`src/rtl/dma_cnt_pkg.sv`:
```
package dma_cnt_pkg;
    localparam int DEF_CNT_W = 16;
    localparam int DEF_NCH   = 4;

    typedef enum logic [1:0] {
        CH_IDLE  = 2'd0,
        CH_RUN   = 2'd1,
        CH_ABORT = 2'd2
    } ch_mode_t;
endpackage

```
`src/rtl/dma_cnt_wdec.sv`:
```
module dma_cnt_wdec #(
    parameter int NCH   = 4,
    parameter int SEL_W = 2
) (
    input  logic             wr_en,
    input  logic [SEL_W-1:0] wr_ch,
    output logic [NCH-1:0]   hit
);
    for (genvar i = 0; i < NCH; i++) begin : g_hit
        assign hit[i] = wr_en && (wr_ch == SEL_W'(i));
    end
endmodule

```
`src/rtl/dma_cnt_rmux.sv`:
```
module dma_cnt_rmux #(
    parameter int NCH   = 4,
    parameter int CNT_W = 16,
    parameter int SEL_W = 2
) (
    input  logic [CNT_W-1:0] vals [NCH],
    input  logic [SEL_W-1:0] sel,
    output logic [CNT_W-1:0] out
);
    always_comb begin
        out = '0;
        for (int i = 0; i < NCH; i++) begin
            if (sel == SEL_W'(i)) out = vals[i];
        end
    end
endmodule

```
`src/rtl/dma_cnt_chan.sv`:
```
module dma_cnt_chan
    import dma_cnt_pkg::*;
#(
    parameter int CNT_W    = 16,
    parameter bit ZERO_RST = 1'b0
) (
    input  logic             clk,
    input  logic             rst_n,
    input  logic             wr_hit,
    input  logic [CNT_W-1:0] wr_data,
    input  logic             en_set,
    input  logic             en_clr,
    input  logic             susp,
    input  logic             init,
    input  logic             tc_clr,
    input  logic             ack,
    output logic [CNT_W-1:0] rd_val,
    output logic             active,
    output logic             tc_flag,
    output logic             tc_pulse
);
    localparam logic [CNT_W-1:0] ONE = CNT_W'(1);

    typedef struct packed {
        logic [CNT_W-1:0] master;
        logic [CNT_W-1:0] slave;
        ch_mode_t         mode;
        logic             tc;
        logic             tcp;
    } chan_st_t;

    chan_st_t st_d, st_q;
    logic     wr_ok, step_ok, borrow;

    always_comb begin
        st_d    = st_q;
        st_d.tcp = 1'b0;
        wr_ok   = wr_hit && !susp && (st_q.mode != CH_ABORT);
        step_ok = ack && !susp && !init && (st_q.mode == CH_RUN);
        borrow  = step_ok && (st_q.slave == '0);

        if (wr_ok) begin
            st_d.master = wr_data;
            if (st_q.mode == CH_IDLE) st_d.slave = wr_data;
        end

        if (step_ok) begin
            if (borrow) begin
                st_d.slave = wr_ok ? wr_data : st_q.master;
                st_d.mode  = CH_IDLE;
                st_d.tc    = 1'b1;
                st_d.tcp   = 1'b1;
            end else begin
                st_d.slave = st_q.slave - ONE;
            end
        end

        if (init) begin
            st_d.slave = st_d.master;
            st_d.mode  = CH_IDLE;
            st_d.tc    = 1'b0;
        end else if (!borrow) begin
            if (tc_clr) st_d.tc = 1'b0;
            if (en_clr) begin
                if (st_q.mode == CH_RUN) st_d.mode = CH_ABORT;
            end else if (en_set) begin
                st_d.mode = CH_RUN;
                st_d.tc   = 1'b0;
            end
        end
    end

    always_ff @(posedge clk or negedge rst_n) begin
        if (!rst_n) begin
            st_q.master <= ZERO_RST ? '0 : 'x;
            st_q.slave  <= ZERO_RST ? '0 : 'x;
            st_q.mode   <= CH_IDLE;
            st_q.tc     <= 1'b0;
            st_q.tcp    <= 1'b0;
        end else begin
            st_q <= st_d;
        end
    end

    assign active   = (st_q.mode == CH_RUN);
    assign rd_val   = active ? st_q.slave : st_q.master;
    assign tc_flag  = st_q.tc;
    assign tc_pulse = st_q.tcp;
endmodule

```
`src/rtl/dma_count_unit.sv`:
```
module dma_count_unit
    import dma_cnt_pkg::*;
#(
    parameter int NCH      = DEF_NCH,
    parameter int CNT_W    = DEF_CNT_W,
    parameter bit ZERO_RST = 1'b0,
    localparam int SEL_W   = (NCH > 1) ? $clog2(NCH) : 1
) (
    input  logic             clk,
    input  logic             rst_n,
    input  logic             wr_en,
    input  logic [SEL_W-1:0] wr_ch,
    input  logic [CNT_W-1:0] wr_data,
    input  logic [SEL_W-1:0] rd_ch,
    output logic [CNT_W-1:0] rd_data,
    input  logic [NCH-1:0]   enable_set,
    input  logic [NCH-1:0]   enable_clr,
    input  logic [NCH-1:0]   suspend,
    input  logic [NCH-1:0]   init,
    input  logic [NCH-1:0]   tc_clr,
    input  logic [NCH-1:0]   ack,
    output logic [NCH-1:0]   active,
    output logic [NCH-1:0]   tc_flag,
    output logic [NCH-1:0]   tc_pulse
);
    logic [NCH-1:0]   wr_hit;
    logic [CNT_W-1:0] rd_vals [NCH];

    dma_cnt_wdec #(.NCH(NCH), .SEL_W(SEL_W)) u_wdec (
        .wr_en (wr_en),
        .wr_ch (wr_ch),
        .hit   (wr_hit)
    );

    for (genvar i = 0; i < NCH; i++) begin : g_chan
        dma_cnt_chan #(.CNT_W(CNT_W), .ZERO_RST(ZERO_RST)) u_chan (
            .clk      (clk),
            .rst_n    (rst_n),
            .wr_hit   (wr_hit[i]),
            .wr_data  (wr_data),
            .en_set   (enable_set[i]),
            .en_clr   (enable_clr[i]),
            .susp     (suspend[i]),
            .init     (init[i]),
            .tc_clr   (tc_clr[i]),
            .ack      (ack[i]),
            .rd_val   (rd_vals[i]),
            .active   (active[i]),
            .tc_flag  (tc_flag[i]),
            .tc_pulse (tc_pulse[i])
        );
    end

    dma_cnt_rmux #(.NCH(NCH), .CNT_W(CNT_W), .SEL_W(SEL_W)) u_rmux (
        .vals (rd_vals),
        .sel  (rd_ch),
        .out  (rd_data)
    );
endmodule

```
`config.mk`:
```
export PLATFORM = sky130hd
export DESIGN_NAME = dma_count_unit
export DESIGN_NICKNAME = d
export VERILOG_FILES = /design/src/rtl/dma_cnt_pkg.sv /design/src/rtl/dma_cnt_wdec.sv /design/src/rtl/dma_cnt_rmux.sv /design/src/rtl/dma_cnt_chan.sv /design/src/rtl/dma_count_unit.sv
export SDC_FILE = /design/constraint.sdc
export NUM_CORES = 1
export LEC_CHECK = 0
export BUFFER_PORTS_ARGS = -buffer_cell sky130_fd_sc_hd__buf_2
export CORE_MARGIN = 1.5
export CORE_UTILIZATION = 40
export CTS_BUF_LIST = sky130_fd_sc_hd__clkbuf_16
export CTS_CLUSTER_DIAMETER = 40
export DETAILED_ROUTE_END_ITERATION = 7
export GPL_ROUTABILITY_DRIVEN = 0
export GPL_TIMING_DRIVEN = 0
export PLACE_DENSITY_LB_ADDON = 0.2
export SLEW_MARGIN = 30
export SYNTH_ARGS = -nofsm -noshare
export SYNTH_HDL_FRONTEND = slang
export SYNTH_HIERARCHICAL = 1
export SYNTH_SLANG_ARGS = --single-unit
```
`constraint.sdc`:
```
create_clock -name clk -period 5.6 [get_ports clk]
set_clock_uncertainty 0.15 [all_clocks]
set_input_delay 0.28 -clock clk [delete_from_list [all_inputs] [get_ports clk]]
set_output_delay 0.28 -clock clk [all_outputs]
set_load 0.005 [all_outputs]
```
# After elaboration in Yosys (flattened, before gate mapping)
# Index checks and enable logic that the tools add are counted.
# totals
wordCells	160
inputBits	47
reg_bits	144
# op_classes
add_sub_neg	4
eq_ne	14
n_mux	64
reduce_logical	58
# op_table
cell	n
16-bit 2-to-1 mux	24
32-bit 2-to-1 mux	4
20-bit 2-to-1 mux	4
16-bit logical NOT	4
16-bit by 1-bit subtractor with 16-bit output, second input constant	4
3-bit 2-to-1 mux	12
1-bit logical AND	28
3-bit nonzero test	8
2-bit 2-to-1 mux	8
4-bit 2-to-1 mux	4
2-bit by 1-bit == test with 1-bit output, second input constant	6
2-bit logical NOT	6
2-bit == test, second input constant	4
1-bit logical NOT	8
1-bit 2-to-1 mux	8
2-bit inequality test, second input constant	4
2-bit AND reduction	4

# Longest topological paths before layout
# Gate-level depths: netlist of the first run.
# depth
depth_word	12
ltp_mapped	8
mapped_depth_nobuf	7

# Modules after synthesis
# Netlist of the first run, hierarchy kept.
# by_module_without_submodules
module	n_inst	area_per_inst_um2	cells_per_inst
dma_cnt_chan at g_chan[1].u_chan ...	3	2398.6	303
dma_cnt_chan at g_chan[0].u_chan	1	2327.2	263
dma_cnt_rmux	1	424.2	20
dma_cnt_wdec	1	37.5	4

# Worst setup path before layout of the first run
# OpenSTA, ideal clock, no wires.
# synth_timing
kind	register to register
start	register g_chan[1].u_chan/st_q[8] (netlist bit)
end	register g_chan[1].u_chan/st_q[18] (netlist bit)
t_required_ns	5.328
stages_incl_launch_ff	7
setup_slack_ns	3.216
synth_period_minus_slack_ns	2.384
t_arrival_ns	2.112
cell_sequence	dfrtp_1 -> or4_1 -> buf_2 -> nor4_4 -> a21oi_2 -> a221o_1 -> a32o_1
# synth_via
elab_chain_len	5
# synth_rtl
item	line	rtl
start, declared	dma_cnt_chan.sv:32	chan_st_t st_d, st_q;
start signal, assigned	dma_cnt_chan.sv:81	st_q <= st_d;
parallel branches: the longest is 2 deep, another holds 16-bit by 1-bit subtractor with 16-bit output	-	
16-bit 2-to-1 mux (*)	dma_cnt_chan.sv:48	if (borrow) begin
20-bit 2-to-1 mux (*)	dma_cnt_chan.sv:47	if (step_ok) begin
16-bit 2-to-1 mux (*)	dma_cnt_chan.sv:58	if (init) begin
# Every way passes the cells marked *.
# A chain may end at the register's enable or synchronous reset.

==> results of run 1 <==
-- layout by cell type, fill, tap and decap left out, types with 31 or more instances in the layout --
cell type  netlist  final
nand2_1        285    285
dfrtp_1        144    144
buf_2            8     79
o21ai_0         71     71
nor2_1          55     55
clkbuf_1        52     52
a21oi_1         51     49
inv_1           38     39
nor3_1          38     38
mux2_2          31     31
nand3_1         31     31
-- worst max path at each step --
stage | endpoint | slack [ns] | cells after the start
after floorplan | g_chan[1].u_chan/st_q[18] | 3.22 | 6
after global placement | g_chan[1].u_chan/st_q[15] | 1.77 | 1
final | rd_data[14] | 2.00 | 6
after global routing | rd_data[14] | 1.94 | 6
after CTS | rd_data[14] | 2.06 | 6
after detailed placement | rd_data[14] | 2.52 | 6
-- logic make-up (layout without fill, tap and decap cells) --
logic type | count (synthesis) | in the layout
and+or+nand+nor | 551 | 551
AOI/OAI and AO/OA | 325 | 325
DFF | 144 | 144
buffers and inverters | 109 | 219
muxes | 52 | 52
adders and majority gates | 8 | 8
xor gates and xnor gates | 7 | 7
other | 0 | 1
-- through the flow --
stage	hold slack (ns)	util
2_1_floorplan	-0.166	-
3_3_place_gp	0.334	0.441
3_5_place_dp	0.133	0.443
4_1_cts	0.00117	0.469
5_1_grt	0.0197	0.469
6_report	0.0117	0.469
-- where the power goes --
group | leakage (nW) | internal [mW] | switching [mW]
registers | 1.80 | 1.21 | 0.167
clock network | 0.282 | 0.690 | 0.467
logic | 2.96 | 0.398 | 0.660
total | 5.05 | 2.30 | 1.29
-- critical path: cells and delay by family, from the launching register on --
family                 cells  cell delay (ns)
buffers and inverters      3             1.18
flip-flops                 1             0.47
multiplexers               2             0.94
AND/OR/NAND/NOR            1             0.14
-- cell type report --
type                            instances  area [sq um]  share of cell area
Antenna cell                            1          2.50            0.000219
Buffer                                 71           327              0.0285
Clock buffer                           17           425              0.0372
Clock inverter                         14           149              0.0130
Inverter                               38           143              0.0125
Multi-Input combinational cell        943          5940               0.519
Sequential cell                       144          3600               0.315
Tap cell                              324           405              0.0354
Timing Repair Buffer                   79           458              0.0400
-- synth_stat cells (11+ instances only) --
library cell,n
clkbuf_1,52
o31ai_1,13
mux2_2,31
nand4_1,12
nor4b_1,11
nand3_1,31
nand2_1,285
a21oi_1,51
nor4_1,19
inv_1,38
dfrtp_1,144
a211oi_1,18
nor2b_1,15
o21ai_0,71
a22oi_1,16
nor2_1,55
nor3_1,38
a31oi_1,16
nand2b_1,18
-- sequential cells by signal (all words and copies together) (netlist names) --
signal and cells:
g_chan.u_chan/tc_pulse 4, g_chan.u_chan/st_q 136, g_chan.u_chan/tc_flag 4
-- metal layers --
layer	vias up	part of all wire	GRT usage
li1	4626	-	-
met1	4985	0.42	0.393
met2	479	0.45	0.436
met3	85	0.089	0.0498
met4	0	0.037	0.124
met5	-	0	0
-- repair_timing --
item	CTS	global route
resized for setup	0	0
hold endpoints to repair	74	0
endpoints found under the setup margin	0	0
hold buffers	6	0
==> results by group, run 1 <==
Placed design
  – Buffers on Ports: 72
  – Detailed placement HPWL: 26500 um
  – Area after DPL: 10800 sq um
  – Cell total after placement: 1593
  – Worst slack at placement: 2.52 ns

STA
  – Slew headroom: 0.398
  – Share of the clock period used by the worst path after layout: 0.643
  – Setup slack of the critical path after layout: 2.00 ns
  – Worst Max-Slew Pin Slew: 0.902 ns
  – Maximum clock frequency: ~280 MHz
  – Endpoints failing hold: 0
  – RSZ-0062 raised after global routing: no
  – Final max-slew violation count: 0
  – Final setup violation count: 0
  – Min Tclk post-route: 3.60 ns
  – Setup_tns: 0 ns

Detailed routing
  – Drt via density: about 6.2
  – Number of DRC markers in iteration 0: 1270
  – Remaining routing DRC violations: 0
  – Post-detailed-route count of antenna-violating nets: 0
  – Detailed Route WL: 36500 um
  – Routed vias: a little over 10000
  – Detailed Routing Iterations Pass 1: 6
  – Routed length per instance: 22.4 um

Logic synthesis
  – Dominant combinational cell family by area after synthesis: simple AND/OR/NAND/NOR gates
  – Sequential element share of the synthesized area: 0.361
  – Total nets after synthesis: 1251
  – Most frequently used flop master after synthesis: dfrtp_1
  – Synth top area cells: dfrtp_1 36%, nand2_1 11%, o21ai_0 3.6%
  – Netlist Area Pre-Place: ~10000 sq um
  – Synth top area share: 0.361
  – Number of library cell types mapped by synthesis: 82
  – Post-Synthesis Cells: 1196
  – Mean instance size in the synthesized netlist: 8.35 sq um
  – Yosys warns: 6
  – Share of cell area taken by muxes after synthesis: 0.0783
  – Count of state elements after synthesis: 144
  – Async S/R FF share, synth: 1.00
  – Arithmetic-cell share of the synthesized area counting full adders, half adders and majority gates: 0.0100
  – Fraction of synthesized cell area in xor and xnor cells: 0.00614
  – Simple-gate portion of the synthesized area: 0.270
  – Count of flip-flops with a built-in enable after synthesis: 0
  – Compound-gate portion of the synthesized area: 0.227
  – Cell type with the highest aggregate area in the netlist: dfrtp_1

Floorplan
  – Number of I/O pins: 75
  – Die footprint: 25900 sq um
  – Die Width: approximately 160 um
  – Initial core utilization: 0.409
  – Std cell rows: between 50 and 60
  – Vertical die dimension: about 160 um
  – CORE AREA: 24400 sq um

Outcome
  – Outcome: completed

Global routing
  – Overflow after GRT: 0
  – Global-route usage over all layers: 0.284
  – Number of antenna violations at the first check in global routing: 1
  – Wire length of the first global-routing pass: 56000 um
  – Largest net degree at the start of global routing: 76
  – Vias in the first global route: 9421

Hold path
  – End point of the most critical hold path: g_chan[2].u_chan/st_q[3]
  – Worst min-delay path class: input port to flop
  – Min-Delay Path Depth: 3
  – Hold wc startpoint: enable_clr[2]

Worst setup path
  – Sort of element at the end of the critical path: output pin
  – CP Data Required Time: 5.17 ns
  – Worst flop-to-flop path startpoint: g_chan[2].u_chan/st_q[2]
  – CP startpoint kind: flop
  – First element of the critical path: g_chan[0].u_chan/st_q[3]
  – Ordered list of cells on the worst path: or2b_1 -> clkbuf_1 -> buf_1 -> mux2_2 -> mux4_2 -> buf_2
  – Worst R2R Path Depth: 6
  – Classification of the worst setup path: flop to output pin
  – Worst reg2reg path endpoint: g_chan[2].u_chan/st_q[9]
  – Peak fanout along the critical path: 10
  – Worst reg-to-reg setup slack: 2.73 ns
  – Largest stage delay on the critical path: 0.58 ns
  – Crit path max-delay cell type: buf_1
  – Worst Path Arrival: 3.17 ns

Finish
  – Fin cells: ~1600
  – Area added between synthesis and finish: 14.7%
  – Share of final-layout standard cells stronger than drive strength 1: 0.147
  – Cell area after layout: about 11000 sq um
  – NumNets Final: 1349
  – Filler instances: roughly 2500

Clock network
  – Maximum clock insertion buffer count: 2
  – Buffer cell driving the clock tree root: clkbuf_16
  – Post-CTS Setup Inserts: 0
  – Sink Count: 144
  – Number of H-tree branching levels: 4
  – Worst-Skew Late Latency: 0.43 ns
  – Clock-pin slew reported for the worst setup and hold paths after clock tree synthesis: 0.07 ns
  – Clock tree from TritonCTS: built
  – Number of clock buffers inserted by TritonCTS: 17

Power and ir drop
  – Maximum vdd ir drop: 0.169 mV
  – Cell area power density: 314 nW/um^2
  – Power, Total: ~3.6 mW
  – Leakage power summed over all cells: 5.05 nW

Job
  – Maximum Capacitance Violations: 0
(Power assumes the default switching activity.)
==> run 2: changes to the inputs <==
--- a/config.mk
+++ b/config.mk
@@ -5,6 +5,7 @@
 export SDC_FILE = /design/constraint.sdc
 export NUM_CORES = 1
 export LEC_CHECK = 0
+export ABC_AREA = 1
 export BUFFER_PORTS_ARGS = -buffer_cell sky130_fd_sc_hd__buf_2
 export CORE_MARGIN = 1.5
 export CORE_UTILIZATION = 40
==> constraint.sdc (replaced) <==
create_clock -name clk -period 3.75 [get_ports clk]
set_clock_uncertainty 0.15 [all_clocks]
set_input_delay 0.1875 -clock clk [delete_from_list [all_inputs] [get_ports clk]]
set_output_delay 0.1875 -clock clk [all_outputs]
set_load 0.005 [all_outputs]
==> results by group, run 2 <==
Global routing
  – Largest net degree at the start of global routing: 75
  – Overflow after GRT: 0
  – Global-route usage over all layers: 0.283
  – Vias in the first global route: between 10000 and 15000
  – Number of antenna violations at the first check in global routing: 0
  – Wire length of the first global-routing pass: just under 60000 um

STA
  – Worst Max-Slew Pin Slew: ~0.61 ns
  – Share of the clock period used by the worst path after layout: 0.758
  – Maximum clock frequency: 352 MHz
  – Setup slack of the critical path after layout: 0.909 ns
  – Slew headroom: 0.594
  – Min Tclk post-route: about 2.8 ns
  – Final max-slew violation count: 0
  – Final setup violation count: 0
  – Endpoints failing hold: 0
  – Setup_tns: 0 ns
  – RSZ-0062 raised after global routing: no

Job
  – Maximum Capacitance Violations: 0

Logic synthesis
  – Number of library cell types mapped by synthesis: 35
  – Count of flip-flops with a built-in enable after synthesis: 0
  – Netlist Area Pre-Place: 10500 sq um
  – Yosys warns: 6
  – Dominant cell by count in the synthesized netlist: nand2_1
  – Most frequently used flop master after synthesis: dfrtp_1
  – Synth top area cells: dfrtp_1 34%, nand2_1 21%, nand3_1 6.8%
  – Synth top area share: 0.343
  – Cell type with the highest aggregate area in the netlist: dfrtp_1
  – Async S/R FF share, synth: 1.00
  – Sequential element share of the synthesized area: 0.343
  – Count of state elements after synthesis: 144
  – Mean instance size in the synthesized netlist: 6.48 sq um
  – Total nets after synthesis: 1678
  – Post-Synthesis Cells: about 1600
  – Most frequent cells after synthesis: 596 x nand2_1, 164 x inv_1, 144 x dfrtp_1, 143 x nand3_1, 128 x nor2_1

Clock network
  – Clock-pin slew reported for the worst setup and hold paths after clock tree synthesis: 0.07 ns
  – Sink Count: 144
  – Worst-Skew Late Latency: ~0.43 ns
  – Buffer cell driving the clock tree root: clkbuf_16
  – Maximum clock insertion buffer count: 2
  – Number of clock buffers inserted by TritonCTS: 17
  – Number of H-tree branching levels: 4
  – Clock tree from TritonCTS: built

Floorplan
  – CORE AREA: 25900 sq um
  – Initial core utilization: 0.406
  – Vertical die dimension: about 170 um
  – Std cell rows: 59
  – Die footprint: about 27000 sq um
  – Number of I/O pins: 75
  – Die Width: 165 um

Placed design
  – Detailed placement HPWL: 28100 um
  – Buffers on Ports: 72
  – Worst slack at placement: 1.42 ns

Power and ir drop
  – Fraction of power spent switching nets: 0.349
  – Net switching power: ~1.9 mW
  – Power, Total: roughly 5.4 mW
  – Clock share of power: 0.366
  – Fraction of power consumed by combinational cells: 0.265
  – Leakage power summed over all cells: 6.45 nW
  – Maximum vdd ir drop: about 0.35 mV
  – Reg power frac: 0.369
  – Internal Power: roughly 3.5 mW
  – Cell area power density: between 400 and 500 nW/um^2

Finish
  – Most frequent standard cell in the layout excluding fill and tap cells: nand2_1
  – Area of the multi-input gates: 5790 sq um
  – Area taken by flip-flops and latches: 3600 sq um
  – Antenna Cells: 0
  – Filler instances: ~2600
  – Post-route core utilization: 0.477
  – Max reg flops: 136
  – Share of final-layout standard cells stronger than drive strength 1: 0.137
  – Most flops, register: g_chan.u_chan/st_q
  – Area added between synthesis and finish: 17.4%
  – Commonest cells after routing, fill and taps aside: 596 x nand2_1, 165 x inv_1, 144 x dfrtp_1
  – NumNets Final: 1805

Hold path
  – Worst min-delay path class: input port to flop
  – Min-Delay Path Depth: 3

Detailed routing
  – Routed length per instance: 18.0 um
  – Detailed Route WL: 37900 um
  – Remaining routing DRC violations: 0
  – Routed vias: 11300
  – Post-detailed-route count of antenna-violating nets: 0
  – Number of DRC markers in iteration 0: roughly 1200
  – Detailed Routing Iterations Pass 1: 6
  – Drt via density: ~5.4

Worst setup path
  – Peak fanout along the critical path: 10
  – Worst R2R Path Depth: 10
  – CP startpoint kind: flop
  – Sort of element at the end of the critical path: output pin
  – Worst Path Arrival: 2.50 ns
  – CP Data Required Time: 3.41 ns
  – Classification of the worst setup path: flop to output pin

Outcome
  – Outcome: completed
## run 2: cell families after synthesis
| group | count (synthesis) | synth area share |
|---|---|---|
| adder cells (fa/ha/maj) | 8 | 0.00952 |
| AO/OA/AOI/OAI | 245 | 0.127 |
| XOR/XNOR | 23 | 0.0191 |
| buffers and inverters | 253 | 0.107 |
| AND/OR/NAND/NOR | 950 | 0.395 |
| flip-flops | 144 | 0.343 |
## run 2: path summary, 6_finish.rpt
| path | from | end | slack [ns] |
|---|---|---|---|
| worst max-delay path | g_chan[1].u_chan/st_q[3] | rd_data[8] | 0.91 |
| worst min-delay path | wr_data[14] | g_chan[1].u_chan/st_q[34] | 0.04 |
| worst max register to register | g_chan[1].u_chan/st_q[4] | g_chan[1].u_chan/st_q[2] | 1.26 |
| worst min register to register | g_chan[3].u_chan/st_q[4] | g_chan[3].u_chan/st_q[4] | 0.35 |
| max in group asynchronous | rst_n | g_chan[0].u_chan/st_q[25] | 2.53 |
| min in group asynchronous | rst_n | g_chan[2].u_chan/st_q[15] | 0.14 |
## run 2: area by class of cell
class,instances,share of cell area
Inverter,206,0.0626
Multi-Input combinational cell,1226,0.468
Clock inverter,15,0.0194
Timing Repair Buffer,108,0.0606
Buffer,47,0.0289
Tap cell,335,0.0339
Sequential cell,144,0.292
Clock buffer,17,0.0344
## run 2: power groups by stage
stage / sequential, mW / combinational (mW) / clock, mW
after CTS: 1.98 / 1.40 / 2.00
final: 1.99 / 1.43 / 1.97
after global routing: 2.02 / 1.59 / 2.06
after floorplan: 1.95 / 0.921 / 0
after detailed placement: 2.01 / 1.37 / 0
after global placement: 2.00 / 1.35 / 0
## run 2: stage by stage
step	instance area (sq um)	hold slack, ns	instances
6_report	12400	0.0361	2098
5_1_grt	12400	0.0349	2098
2_1_floorplan	10500	-0.258	1623
3_5_place_dp	11300	0.0432	2031
3_3_place_gp	11300	0.306	2030
4_1_cts	12400	0.00668	2098
## run 2: routing by layer
metal / track usage / up-vias / wire, um
met1: 0.382 / 5257 / 16500
met3: 0.0597 / 85 / 3280
li1: - / 5435 / -
met2: 0.443 / 476 / 16800
met4: 0.109 / 0 / 1250
met5: 0 / - / 0
## run 2: worst max-delay path, stage by stage, from the launching register on
cell	delay, ns
dfrtp_1	0.48
inv_2	0.07
nand2_2	0.15
clkbuf_1	0.47
nand2_1	0.10
o21ai_0	0.25
nand3_1	0.23
nand4_1	0.19
buf_2	0.14
## run 2: repair_timing
item | CTS | global route
gates resized for setup | 0 | 0
hold buffers | 35 | 0
endpoints found under the hold margin | 105 | 0
buffers inserted | 0 | 0
